**src/rtl/dcd_pkg.sv**
```systemverilog
// Package: shared cycle-type encoding for the strobe-ordered cycle decoder.
// Assumes: two-bit codes are visible at the top-level port cyc_code.
package dcd_pkg;
    typedef enum logic [1:0] {
        CYC_IDLE  = 2'b00,
        CYC_ROW   = 2'b01,
        CYC_CREF  = 2'b10,
        CYC_TENTR = 2'b11
    } cyc_t;
endpackage

```
**src/rtl/dcd_strobe_sampler.sv**
```systemverilog
// Module: registers the strobes, address and data once, keeps the previous
// strobe samples, and derives edge events from them.
// Assumes: inputs are already synchronous to clk; one flop stage is enough.
module dcd_strobe_sampler #(
    parameter int ADDR_W = 10,
    parameter int LANES  = 2
) (
    input  logic              clk,
    input  logic              rst_n,
    input  logic              ras_n,
    input  logic [LANES-1:0]  cas_n,
    input  logic              we_n,
    input  logic [ADDR_W-1:0] addr,
    input  logic [LANES-1:0]  din,
    output logic              ras_s,
    output logic              ras_p,
    output logic [LANES-1:0]  cas_s,
    output logic              we_s,
    output logic [ADDR_W-1:0] addr_s,
    output logic [LANES-1:0]  din_s,
    output logic              cas_hi_s,
    output logic              cas_hi_p,
    output logic              ras_fall,
    output logic              ras_rise,
    output logic              cas_fall,
    output logic              cas_rel
);
    logic [LANES-1:0] cas_p;

    // Capture the current pins and keep the previous strobe samples.
    always_ff @(posedge clk) begin
        if (!rst_n) begin
            ras_s  <= 1'b1;
            ras_p  <= 1'b1;
            cas_s  <= '1;
            cas_p  <= '1;
            we_s   <= 1'b1;
            addr_s <= '0;
            din_s  <= '0;
        end else begin
            ras_s  <= ras_n;
            ras_p  <= ras_s;
            cas_s  <= cas_n;
            cas_p  <= cas_s;
            we_s   <= we_n;
            addr_s <= addr;
            din_s  <= din;
        end
    end

    // Derive the edge events from the current and previous samples.
    always_comb begin
        cas_hi_s = &cas_s;
        cas_hi_p = &cas_p;
        ras_fall = ras_p & ~ras_s;
        ras_rise = ~ras_p & ras_s;
        cas_fall = cas_hi_p & ~cas_hi_s;
        cas_rel  = ~cas_hi_p & cas_hi_s;
    end
endmodule

```
**src/rtl/dcd_refresh_counter.sv**
```systemverilog
// Module: internal refresh row counter that advances on request and wraps
// from its top value back to zero.
// Assumes: adv is a single-clock request; one step per request.
module dcd_refresh_counter #(
    parameter int CNT_W = 10
) (
    input  logic             clk,
    input  logic             rst_n,
    input  logic             adv,
    output logic [CNT_W-1:0] cnt
);
    localparam logic [CNT_W-1:0] CNT_TOP = {CNT_W{1'b1}};

    // Step the counter on each request and wrap at the top value.
    always_ff @(posedge clk) begin
        if (!rst_n) begin
            cnt <= '0;
        end else if (adv) begin
            if (cnt == CNT_TOP) cnt <= '0;
            else                cnt <= cnt + 1'b1;
        end
    end
endmodule

```
**src/rtl/dcd_cycle_classifier.sv**
```systemverilog
// Module: classifies each cycle at the row strobe fall, latches the active
// row, runs the test-mode flag, and flags a row cycle that ended without a
// column access.
// Assumes: the sampler delivers one-clock edge events; the code is held
// until the row strobe rises.
module dcd_cycle_classifier
    import dcd_pkg::*;
#(
    parameter int ADDR_W = 10
) (
    input  logic              clk,
    input  logic              rst_n,
    input  logic              ras_s,
    input  logic              ras_fall,
    input  logic              ras_rise,
    input  logic              cas_fall,
    input  logic              cas_hi_s,
    input  logic              we_s,
    input  logic [ADDR_W-1:0] addr_s,
    input  logic [ADDR_W-1:0] cnt,
    output cyc_t              cyc_code,
    output logic [ADDR_W-1:0] row_q,
    output logic              test_mode,
    output logic              ro_done,
    output logic              cnt_adv,
    output logic              acc_en
);
    logic cas_seen;
    logic ro_end;

    // Decode the counter request, column access and row-only end.
    always_comb begin
        cnt_adv = ras_fall & ~cas_hi_s;
        acc_en  = cas_fall & ~ras_s & (cyc_code == CYC_ROW);
        ro_end  = ras_rise & (cyc_code == CYC_ROW) & ~cas_seen;
    end

    // Update cycle code, active row, column-seen flag and row-only pulse.
    always_ff @(posedge clk) begin
        if (!rst_n) begin
            cyc_code <= CYC_IDLE;
            row_q    <= '0;
            cas_seen <= 1'b0;
            ro_done  <= 1'b0;
        end else begin
            ro_done <= ro_end;
            if (ras_fall) begin
                cas_seen <= 1'b0;
                if (cas_hi_s) begin
                    cyc_code <= CYC_ROW;
                    row_q    <= addr_s;
                end else begin
                    cyc_code <= we_s ? CYC_CREF : CYC_TENTR;
                    row_q    <= cnt;
                end
            end else if (ras_rise) begin
                cyc_code <= CYC_IDLE;
            end else if (acc_en) begin
                cas_seen <= 1'b1;
            end
        end
    end

    // Enter test mode on a test-entry cycle; leave on refresh-only cycles.
    always_ff @(posedge clk) begin
        if (!rst_n) begin
            test_mode <= 1'b0;
        end else if (ras_fall && !cas_hi_s) begin
            test_mode <= ~we_s;
        end else if (ro_end) begin
            test_mode <= 1'b0;
        end
    end
endmodule

```
**src/rtl/dcd_array_stub.sv**
```systemverilog
// Module: small register array standing in for storage. Handles normal
// reads and per-lane early writes, and the paired compare access of test
// mode, where column bit 0 is ignored.
// Assumes: acc_en is a one-clock access request inside a row cycle.
module dcd_array_stub #(
    parameter int ROW_IDX_W = 3,
    parameter int COL_IDX_W = 2,
    parameter int LANES     = 2
) (
    input  logic                 clk,
    input  logic                 rst_n,
    input  logic                 acc_en,
    input  logic                 we_s,
    input  logic                 test_mode,
    input  logic [ROW_IDX_W-1:0] row_idx,
    input  logic [COL_IDX_W-1:0] col_idx,
    input  logic [LANES-1:0]     lane_en,
    input  logic [LANES-1:0]     din_s,
    input  logic                 cas_rel,
    output logic [LANES-1:0]     dout,
    output logic                 dout_en
);
    localparam int IDX_W = ROW_IDX_W + COL_IDX_W;
    localparam int DEPTH = 1 << IDX_W;

    logic [LANES-1:0] mem [DEPTH];
    logic [IDX_W-1:0] idx;
    logic [IDX_W-1:0] idx_lo;
    logic [IDX_W-1:0] idx_hi;
    logic [LANES-1:0] wd_lo;
    logic [LANES-1:0] wd_hi;
    logic             agree;

    // Form the word index, the pair indices and the pair compare result.
    always_comb begin
        idx    = {row_idx, col_idx};
        idx_lo = {idx[IDX_W-1:1], 1'b0};
        idx_hi = {idx[IDX_W-1:1], 1'b1};
        wd_lo  = mem[idx_lo];
        wd_hi  = mem[idx_hi];
        agree  = (wd_lo == wd_hi) && (wd_lo == {LANES{wd_lo[0]}});
    end

    // Write enabled lanes, to one word or to both words of the pair.
    always_ff @(posedge clk) begin
        if (!rst_n) begin
            for (int i = 0; i < DEPTH; i++) mem[i] <= '0;
        end else if (acc_en && !we_s) begin
            for (int l = 0; l < LANES; l++) begin
                if (lane_en[l]) begin
                    if (test_mode) begin
                        mem[idx_lo][l] <= din_s[l];
                        mem[idx_hi][l] <= din_s[l];
                    end else begin
                        mem[idx][l] <= din_s[l];
                    end
                end
            end
        end
    end

    // Drive read data or the compare result until both strobes are high.
    always_ff @(posedge clk) begin
        if (!rst_n) begin
            dout    <= '0;
            dout_en <= 1'b0;
        end else if (acc_en) begin
            dout_en <= we_s;
            if (we_s) dout <= test_mode ? {LANES{agree}} : mem[idx];
        end else if (cas_rel) begin
            dout_en <= 1'b0;
        end
    end
endmodule

```
**src/rtl/dram_cycle_decoder.sv**
```systemverilog
// Module: top of the strobe-ordered cycle decoder. Samples the strobes,
// classifies cycles, runs the refresh counter and the test-mode flag, and
// reaches a small storage stub for reads and writes.
// Assumes: strobes are synchronous to clk and held several clocks per phase.
module dram_cycle_decoder
    import dcd_pkg::*;
#(
    parameter int ADDR_W    = 10,
    parameter int LANES     = 2,
    parameter int ROW_IDX_W = 3,
    parameter int COL_IDX_W = 2
) (
    input  logic              clk,
    input  logic              rst_n,
    input  logic              ras_n,
    input  logic [LANES-1:0]  cas_n,
    input  logic              we_n,
    input  logic [ADDR_W-1:0] addr,
    input  logic [LANES-1:0]  din,
    output logic [1:0]        cyc_code,
    output logic [ADDR_W-1:0] act_row,
    output logic              ras_only_done,
    output logic              test_mode,
    output logic [LANES-1:0]  dout,
    output logic              dout_en
);
    logic              ras_s, ras_p, we_s;
    logic [LANES-1:0]  cas_s, din_s;
    logic [ADDR_W-1:0] addr_s, cnt;
    logic              cas_hi_s, cas_hi_p;
    logic              ras_fall, ras_rise, cas_fall, cas_rel;
    logic              cnt_adv, acc_en;
    cyc_t              code_q;

    dcd_strobe_sampler #(.ADDR_W(ADDR_W), .LANES(LANES)) smp_i (
        .clk(clk), .rst_n(rst_n), .ras_n(ras_n), .cas_n(cas_n), .we_n(we_n),
        .addr(addr), .din(din), .ras_s(ras_s), .ras_p(ras_p), .cas_s(cas_s),
        .we_s(we_s), .addr_s(addr_s), .din_s(din_s), .cas_hi_s(cas_hi_s),
        .cas_hi_p(cas_hi_p), .ras_fall(ras_fall), .ras_rise(ras_rise),
        .cas_fall(cas_fall), .cas_rel(cas_rel)
    );

    dcd_refresh_counter #(.CNT_W(ADDR_W)) cnt_i (
        .clk(clk), .rst_n(rst_n), .adv(cnt_adv), .cnt(cnt)
    );

    dcd_cycle_classifier #(.ADDR_W(ADDR_W)) cls_i (
        .clk(clk), .rst_n(rst_n), .ras_s(ras_s), .ras_fall(ras_fall),
        .ras_rise(ras_rise), .cas_fall(cas_fall), .cas_hi_s(cas_hi_s),
        .we_s(we_s), .addr_s(addr_s), .cnt(cnt), .cyc_code(code_q),
        .row_q(act_row), .test_mode(test_mode), .ro_done(ras_only_done),
        .cnt_adv(cnt_adv), .acc_en(acc_en)
    );

    dcd_array_stub #(
        .ROW_IDX_W(ROW_IDX_W), .COL_IDX_W(COL_IDX_W), .LANES(LANES)
    ) arr_i (
        .clk(clk), .rst_n(rst_n), .acc_en(acc_en), .we_s(we_s),
        .test_mode(test_mode), .row_idx(act_row[ROW_IDX_W-1:0]),
        .col_idx(addr_s[COL_IDX_W-1:0]), .lane_en(~cas_s), .din_s(din_s),
        .cas_rel(cas_rel), .dout(dout), .dout_en(dout_en)
    );

    // Present the cycle code as a plain vector at the port.
    always_comb cyc_code = code_q;
endmodule

```
**config.mk**
```make
export PLATFORM = sky130hd
export DESIGN_NAME = dram_cycle_decoder
export DESIGN_NICKNAME = d
export VERILOG_FILES = /design/src/rtl/dcd_pkg.sv /design/src/rtl/dcd_strobe_sampler.sv /design/src/rtl/dcd_refresh_counter.sv /design/src/rtl/dcd_cycle_classifier.sv /design/src/rtl/dcd_array_stub.sv /design/src/rtl/dram_cycle_decoder.sv
export SDC_FILE = /design/constraint.sdc
export NUM_CORES = 1
export LEC_CHECK = 0
export ABC_AREA = 0
export BUFFER_PORTS_ARGS = -buffer_cell sky130_fd_sc_hd__buf_2
export CAP_MARGIN = 20
export CORE_MARGIN = 4
export CORE_UTILIZATION = 60
export CTS_CLUSTER_DIAMETER = 50
export DETAILED_ROUTE_END_ITERATION = 6
export PLACE_DENSITY = 0.79
export SETUP_SLACK_MARGIN = 0.3
export SKIP_LAST_GASP = 1
export SLEW_MARGIN = 5
export SYNTH_ARGS = -nofsm -noshare
export SYNTH_HDL_FRONTEND = slang
export SYNTH_SLANG_ARGS = --single-unit
```
**constraint.sdc**
```tcl
create_clock -name clk -period 5.6 [get_ports clk]
set_clock_uncertainty 0.05 [all_clocks]
set_input_delay 0.56 -clock clk [delete_from_list [all_inputs] [get_ports clk]]
set_output_delay 0.56 -clock clk [all_outputs]
set_load 0.1 [all_outputs]
```
==> results of run 1 <==
## power groups by stage
stage	logic (mW)	registers, mW	clock network (mW)
floorplan	0.121	0.954	0
global placement	0.177	0.933	0
detailed placement	0.181	0.936	0
CTS	0.182	0.917	0.527
global route	0.197	0.922	0.560
finish	0.182	0.918	0.519
## state kept, by name, indices dropped and copies added, names as in the netlist, 2 cells and up
| register | count |
|---|---|
| smp_i.cas_p | 2 |
| cls_i.cyc_code | 2 |
| cls_i.row_q | 10 |
| smp_i.cas_s | 2 |
| smp_i.din_s | 2 |
| smp_i.addr_s | 10 |
| cnt_i.cnt | 10 |
| arr_i.dout | 2 |
| arr_i.mem | 64 |
## through the flow
stage | area, um^2 | total power [mW]
floorplan | 5560 | 1.08
global placement | 5650 | 1.11
detailed placement | 5650 | 1.12
CTS | 5860 | 1.63
global route | 5860 | 1.68
finish | 5860 | 1.62
## routing by layer
metal  vias up  wire (um)
met5         -          0
met4         0        269
met3        24       1040
met2       217       5980
met1      2016       5180
li1       1928          -
## synth_stat cells (all sizes together) (3+ instances only)
master / n
nor2: 94
o21ai: 67
edfxtp: 64
dfxtp: 47
nand2: 44
mux4: 32
clkbuf: 27
nand3: 22
buf: 18
a21oi: 14
and2: 14
a22oi: 10
a311oi: 10
nand2b: 6
nor2b: 6
nor3: 6
or3: 6
xor2: 6
inv: 4
nand4: 4
a31oi: 3
and3: 3
ha: 3
## cell type report
| cell class | instances | area, um^2 |
|---|---|---|
| clock buffers | 10 | 138 |
| clock inverters | 6 | 81.3 |
| fillers | 694 | 2980 |
| multi-input cells | 365 | 2440 |
| repair buffers | 37 | 193 |
| well taps | 108 | 135 |
| flip-flops and latches | 111 | 2860 |
| inverters | 4 | 15.0 |
## path summary, 6_finish.rpt
| check | cells past startpoint | to | startpoint |
|---|---|---|---|
| setup / recovery | 6 | arr_i.mem[27][0] | rst_n |
| hold / removal | 2 | smp_i.cas_s[1] | cas_n[1] |
| setup reg to reg | 6 | arr_i.dout[1] | smp_i.addr_s[1] |
| hold reg to reg | 2 | cls_i.row_q[5] | cls_i.row_q[5] |
## kinds of logic (layout without fill, tap and decap cells)
family / after synthesis / after routing / synth area share, %
fa+ha+maj: 3 / 3 / 0.676
xor+xnor: 7 / 7 / 1.10
compound gates: 111 / 111 / 11.7
mux: 32 / 32 / 13.2
simple gates: 212 / 212 / 17.3
flops: 111 / 111 / 51.5
buf+inv: 49 / 57 / 4.59
==> flow_summary.toml, run 1 <==
[run_status]
status = "complete, no violations"

[power_and_ir_drop]
comb_power_share_pct = 11.3
power.leakage_nw = 1.96
p_per_area_nw_per_um2 = 276
intPower_mw = 1.18
vdd_drop_max_uv = 182
p_clk_share_pct = 32.1
p_sw_share_pct = 26.9
p_sw_uw = 435
seqPwrFrac_pct = 56.7

[detailed_routing]
drc = 0
via_count = 4185
ant_nets = 0
drtIter0Drc = 372
routed_wl_mm = 12.5
viasPerCell = 6.53
drt_first_pass_iters = 5
avgRoutedWirePerCell_um = 19.5

[placement]
pre_cts_ws_ns = 2.03
dp.cells = 625
hpwl_mm = 8.48
port_buffers = 34
place.gp.congestion = 0.895

[logic_synthesis]
syn_nets = 546
syn_area_um2 = 5560
synthDistinctLibCells = 43
syn_avg_cell_area_um2 = 10.6
synthArstFlopShare_pct = 0
ys_seq_area_share_pct = 51.5
synth_top_area_share_pct = 34.6
synth_seq_cells = 111
ys_warn_count = 0
synthCells = 525
synth_edf_count = 64
synth.area.top_cells = "edfxtp_1 35%, dfxtp_1 17%, mux4_2 12%"
synthFlopType = "edfxtp_1"
yosysTopAreaCell = "edfxtp_1"

[final_layout]
fin_cells = 641
nets = 549
layout_commonest_cell = "nor2_1"
final_util_pct = 66.3
area_growth_syn_to_layout_pct = 5.54
drive_gt1_share_pct = 15.9
num_antenna_cells = 0
final_cell_mix = "94 x nor2_1, 64 x edfxtp_1, 46 x dfxtp_1"

[clock_network]
cts_made_buffers = 9
clk_pin_slew_ns = 0.11
clk_latency_ns = 0.38
cts_tree = "done"
cts_root_buf = "clkbuf_8"
htreeDepth = 3
ctsHoldBuffers = 0
cts_buffer_depth = 2
cts.sinks = 111
post_cts_buffers = 0
post_cts_resize_count = 0

[global_routing]
grt_pass1_vias = 3912
met2_usage_pct = 37.6
grt_pass1_wl_mm = 20.5
use_met3_pct = 4.72
antenna_found_initial = 0
grt_max_degree = 88
grt_overflow = 0
met1_usage_pct = 32.8
grt_use_total_pct = 23.7
busiest_layer = "met2"

[sta]
max_freq_mhz = 311
setup_slack_ns = 2.39
maxSlewViolCount = 0
min_period_ns = 3.21
hold_violations = 0
setup_tns_ns = 0
period_share_pct = 57.4
rsz0062_at_grt = "no"
worstMarginPinSlew_ns = 1.00
fin_hold_ws_ns = 0.293
finalSetupViolCount = 0
slew_headroom_pct = 33.0

[critical_path]
timing.critical_path.max_delay_family = "simple AND/OR/NAND/NOR gates"
worst_ep_arrival_time_ns = 3.25
cpPeakStageDelay_ns = 0.71
path_cells = "buf_2, buf_4, inv_2, or4_1, or3_1, o21ai_0"
crit_path_start_kind = "input pin"
worstPathRequired_ns = 5.64
slowest_stage = "or4_1"
crit_type = "in2reg"
r2r_slack_ns = 2.85
path_max_fanout = 87
cp-end-kind = "flip-flop"
path_buf_inv = 3

[floorplanning]
die-area_um2 = 10900
start_util_pct = 62.8
coreArea_um2 = 8850
num_io_pins = 35
die_x_um = 104
fp.dieH_um = 104
fp-row-count = 34

[flow_run]
cap_violations = 0

[hold_path]
worstHoldPathType = "in2reg"
Power figures use the tool's default switching activity.
==> run 2: changes to the inputs <==
==> constraint.sdc (replaced) <==
create_clock -name clk -period 3.15 [get_ports clk]
set_clock_uncertainty 0.05 [all_clocks]
set_input_delay 0.315 -clock clk [delete_from_list [all_inputs] [get_ports clk]]
set_output_delay 0.315 -clock clk [all_outputs]
set_load 0.1 [all_outputs]
==> flow_summary.toml, run 2 (synthesis gave the netlist of run 1 again) <==
[global_routing]
grt_pass1_wl_mm = 21.0
grt_use_total_pct = 24.7
grt_pass1_vias = 3917
grt_max_degree = 87
grt_overflow = 0
antenna_found_initial = 0

[placement]
port_buffers = 34
hpwl_mm = 8.86
place.gp.congestion = 0.901
pre_cts_ws_ns = 0.621
postPlaceCellArea_um2 = 5680

[final_layout]
final_util_pct = 66.3
final_cell_mix = "94 x nor2_1, 64 x edfxtp_1, 45 x dfxtp_1"
top_register = "arr_i.mem"
nets = 552
layout_commonest_cell = "nor2_1"
seqCellArea_um2 = 2870
num_antenna_cells = 0
fillerInstances = 697
fin_area_um2 = 5860
area_growth_syn_to_layout_pct = 5.54
largest_register_ffs = 64
drive_gt1_share_pct = 16.2
multi_input_area_um2 = 2440

[sta]
fin_hold_ws_ns = 0.0617
period_share_pct = 83.5
setup_tns_ns = 0
setup_slack_ns = 0.519
hold_violations = 0
maxSlewViolCount = 0
max_freq_mhz = 380
worstMarginPinSlew_ns = 1.12
min_period_ns = 2.63
slew_headroom_pct = 25.3
finalSetupViolCount = 0
rsz0062_at_grt = "no"

[detailed_routing]
drt_first_pass_iters = 6
viasPerCell = 6.57
routed_wl_mm = 12.8
drc = 0
via_count = 4228
drtIter0Drc = 496
ant_nets = 0
avgRoutedWirePerCell_um = 19.9

[power_and_ir_drop]
p_sw_share_pct = 27.8
p_sw_uw = 772
p_clk_share_pct = 29.4
seqPwrFrac_pct = 59.2
comb_power_share_pct = 11.4
vdd_drop_max_uv = 324
intPower_mw = 2.00
p_per_area_nw_per_um2 = 474
power.leakage_nw = 1.96

[floorplanning]
start_util_pct = 62.8
coreArea_um2 = 8850
die_x_um = 104
die-area_um2 = 10900
fp.dieH_um = 104
num_io_pins = 35
fp-row-count = 34

[clock_network]
cts_tree = "done"
htreeDepth = 3
cts_made_buffers = 9
ctsHoldBuffers = 0
clk_pin_slew_ns = 0.11
cts_buffer_depth = 2
clk_latency_ns = 0.38
post_cts_resize_count = 0
cts.sinks = 111
cts_root_buf = "clkbuf_8"
post_cts_buffers = 0

[critical_path]
crit_type = "reg2reg"
r2r_slack_ns = 0.52
rr_worst_depth = 5
worstSetupStartpoint = "cls_i.row_q[0]"
path_max_fanout = 29
cp-end-kind = "flip-flop"
worstPathRequired_ns = 3.41
crit_path_start_kind = "flip-flop"
worstReg2RegEnd = "arr_i.dout[0]"
worst_ep_arrival_time_ns = 2.89
crit_path_end = "arr_i.dout[0]"
r2r-start = "cls_i.row_q[0]"

[hold_path]
worstHoldPathType = "in2reg"

[flow_run]
cap_violations = 0

[run_status]
status = "complete, no violations"
[run 2: cell count changes in the layout (fill, tap and decap cells not counted), sizes merged]
cell | before | now
bufinv | 1 | 0
clkinv | 1 | 2
buf | 37 | 40
inv | 8 | 7
clkbuf | 10 | 11
[run 2: critical path, stage by stage (launching register included)]
cell and delay [ns]:
dfxtp_1 1.08, mux4_2 0.42, a22oi_1 0.25, nand3_1 0.14, o41a_1 0.46, a21oi_1 0.15
[run 2: through the flow]
stage          power, mW  std cells
5_1_grt             2.88        644
2_1_floorplan       1.91        525
6_report            2.78        644
3_5_place_dp        1.99        628
4_1_cts             2.78        644
3_3_place_gp        1.98        628
[run 2: layout make-up]
type	count	area share [%]
clock buffer	11	2.24
clock inverter	5	0.875
inverter	4	0.256
multi-input combinational	365	41.6
sequential	111	48.9
tap	108	2.30
timing repair buffer	40	3.88
[run 2: metal layers]
layer / share of wire, % / global-route usage [%] / vias up
met5: 0 / 0 / -
met4: 2.3 / 7.69 / 0
met3: 9.6 / 5.52 / 31
met2: 47 / 37.6 / 265
met1: 41 / 35.6 / 2007
li1: - / - / 1925
[run 2: power by group through the flow]
stage	sequential [mW]	combinational, mW	clock [mW]
global route	1.65	0.343	0.891
finish	1.64	0.316	0.817
CTS	1.64	0.313	0.821
global placement	1.67	0.305	0
detailed placement	1.68	0.312	0
floorplan	1.70	0.215	0
[run 2: worst min path at each step]
stage                      startpoint                 to  slack (ns)  cells past startpoint
finish                       cas_n[1]     smp_i.cas_s[1]        0.06                      2
detailed placement  cls_i.cyc_code[0]  cls_i.cyc_code[0]        0.42                      2
global placement    cls_i.cyc_code[0]  cls_i.cyc_code[0]        0.41                      2
global route                 cas_n[1]     smp_i.cas_s[1]        0.05                      2
CTS                          cas_n[1]     smp_i.cas_s[1]        0.05                      2
floorplan                    cas_n[0]     smp_i.cas_s[0]        0.37                      1
==> run 3: changes to the inputs <==
--- a/config.mk
+++ b/config.mk
@@ -9,10 +9,10 @@
 export BUFFER_PORTS_ARGS = -buffer_cell sky130_fd_sc_hd__buf_2
 export CAP_MARGIN = 20
 export CORE_MARGIN = 4
-export CORE_UTILIZATION = 60
+export CORE_UTILIZATION = 55
 export CTS_CLUSTER_DIAMETER = 50
 export DETAILED_ROUTE_END_ITERATION = 6
-export PLACE_DENSITY = 0.79
+export PLACE_DENSITY = 0.76
 export SETUP_SLACK_MARGIN = 0.3
 export SKIP_LAST_GASP = 1
 export SLEW_MARGIN = 5
==> constraint.sdc (replaced) <==
create_clock -name clk -period 2.3 [get_ports clk]
set_clock_uncertainty 0.05 [all_clocks]
set_input_delay 0.23 -clock clk [delete_from_list [all_inputs] [get_ports clk]]
set_output_delay 0.23 -clock clk [all_outputs]
set_load 0.1 [all_outputs]
==> flow_summary.toml, run 3 (synthesis gave the netlist of run 1 again) <==
[power_and_ir_drop]
power.leakage_nw = 2.21
p_per_area_nw_per_um2 = 596
vdd_drop_max_uv = 441
power.total_mw = 3.85

[floorplanning]
fp.dieH_um = 109
die_x_um = 109
fp-row-count = 36
start_util_pct = 56.6
num_io_pins = 35
coreArea_um2 = 9820
die-area_um2 = 11800

[sta]
rsz0062_at_grt = "yes"
worstMarginPinSlew_ns = 0.785
finalSetupViolCount = 0
maxSlewViolCount = 0
min_period_ns = 2.14
setup_tns_ns = 0
max_freq_mhz = 467
slew_headroom_pct = 47.7
hold_violations = 0
period_share_pct = 93.2
fin_hold_ws_ns = 0.0143
setup_slack_ns = 0.157

[clock_network]
cts_buffer_depth = 2
cts_root_buf = "clkbuf_8"
clk_latency_ns = 0.39
cts_tree = "done"
htreeDepth = 3
cts_made_buffers = 9
cts.sinks = 111
clk_pin_slew_ns = 0.10

[placement]
place.gp.congestion = 0.882
postPlaceCellArea_um2 = 5820
pre_cts_ws_ns = -0.0565
hpwl_mm = 9.00
port_buffers = 34

[critical_path]
worst_ep_arrival_time_ns = 2.40
worstPathRequired_ns = 2.56
worstReg2RegEnd = "arr_i.dout[0]"
crit_path_start_kind = "flip-flop"
cpPeakStageDelay_ns = 0.53
r2r-start = "smp_i.addr_s[1]"
slowest_stage = "mux4_2"
path_max_fanout = 5
rr_worst_depth = 8
timing.critical_path.max_delay_family = "compound AO/OA/AOI/OAI gates"
path_buf_inv = 3
path_cells = "buf_12, buf_16, buf_6, mux4_2, nand2_2, nand3_2, o41a_1, a21oi_1"
r2r_slack_ns = 0.16
cp-end-kind = "flip-flop"
crit_type = "reg2reg"

[hold_path]
min-delay-start = "din[0]"
worstHoldPathType = "in2reg"
whs_path_depth = 2
min_to = "smp_i.din_s[0]"

[final_layout]
largest_register_ffs = 64
nets = 591
num_antenna_cells = 0
area_growth_syn_to_layout_pct = 16.3
layout_commonest_cell = "nor2_1"
final_cell_mix = "86 x nor2_1, 64 x edfxtp_1, 52 x o21ai_1"
fin_area_um2 = 6460
top_register = "arr_i.mem"
drive_gt1_share_pct = 25.2

[run_status]
status = "complete, no violations"

[detailed_routing]
drtIter0Drc = 606
drt_first_pass_iters = 5
viasPerCell = 6.33
routed_wl_mm = 14.5
drc = 0
via_count = 4481
ant_nets = 0
avgRoutedWirePerCell_um = 20.5

[global_routing]
grt_max_degree = 87
grt_pass1_vias = 4409
antenna_found_initial = 0
grt_pass1_wl_mm = 23.2
grt_overflow = 0
grt_use_total_pct = 26.1

[flow_run]
cap_violations = 0
-- run 3: cell count changes in the layout (fill, tap and decap cells not counted), sizes merged, moves of 2 or more --
cell and delta:
inv -2, dlygate4sd3 +13, or3 +2, buf +22
-- run 3: layer usage --
| layer | share of wire, % | vias up | track usage (%) |
|---|---|---|---|
| met5 | 0 | - | 0 |
| met3 | 10 | 46 | 6.57 |
| met2 | 49 | 285 | 42.0 |
| met1 | 37 | 2133 | 34.3 |
| met4 | 3.1 | 0 | 9.74 |
| li1 | - | 2017 | - |
-- run 3: through the flow --
step / utilization (%) / instances
detailed placement: 59.2 / 665
CTS: 65.1 / 706
global route: 65.8 / 708
global placement: 59.2 / 665
finish: 65.8 / 708
floorplan: - / 525
-- run 3: repair_timing --
item / 4_1_cts / 5_1_grt
cloned: 5 / 0
hold buffers: 11 / 2
gates resized for setup: 35 / 19
pin swaps: 11 / 4
setup buffers: 9 / 0
setup endpoints to repair: 93 / 137
hold endpoints to repair: 11 / 2
-- run 3: how the worst max path moves through the flow --
stage | from | endpoint | slack [ns] | cells after the start
after global placement | cls_i.cyc_code[1] | arr_i.mem[1][1] | 0.05 | 4
after detailed placement | cls_i.cyc_code[1] | arr_i.mem[3][1] | -0.06 | 4
after floorplan | cls_i.cyc_code[0] | arr_i.mem[19][0] | -0.06 | 7
after global routing | smp_i.addr_s[1] | arr_i.dout[0] | 0.08 | 8
final | smp_i.addr_s[1] | arr_i.dout[0] | 0.16 | 8
after CTS | smp_i.addr_s[1] | arr_i.dout[1] | 0.19 | 8
-- run 3: layout make-up --
cell class | instances | area, um^2
Inverter | 4 | 15.0
Tap cell | 133 | 166
Clock buffer | 11 | 141
Timing Repair Buffer | 76 | 652
Clock inverter | 5 | 32.5
Sequential cell | 111 | 2880
Fill cell | 740 | 3350
Multi-Input combinational cell | 368 | 2580
-- run 3: power by group --
| part | total [mW] | switching, mW | leakage [nW] | internal (mW) |
|---|---|---|---|---|
| clock network | 1.08 | 0.658 | 0.0850 | 0.424 |
| registers | 2.24 | 0.0771 | 1.05 | 2.16 |
| logic | 0.533 | 0.317 | 1.08 | 0.216 |
-- run 3: worst reg2reg max path, cell delays in order, from the launching register on --
cell     delay (ns)
dfxtp_4        0.40
buf_12         0.12
buf_16         0.12
buf_6          0.09
mux4_2         0.53
nand2_2        0.09
nand3_2        0.07
o41a_1         0.46
a21oi_1        0.14
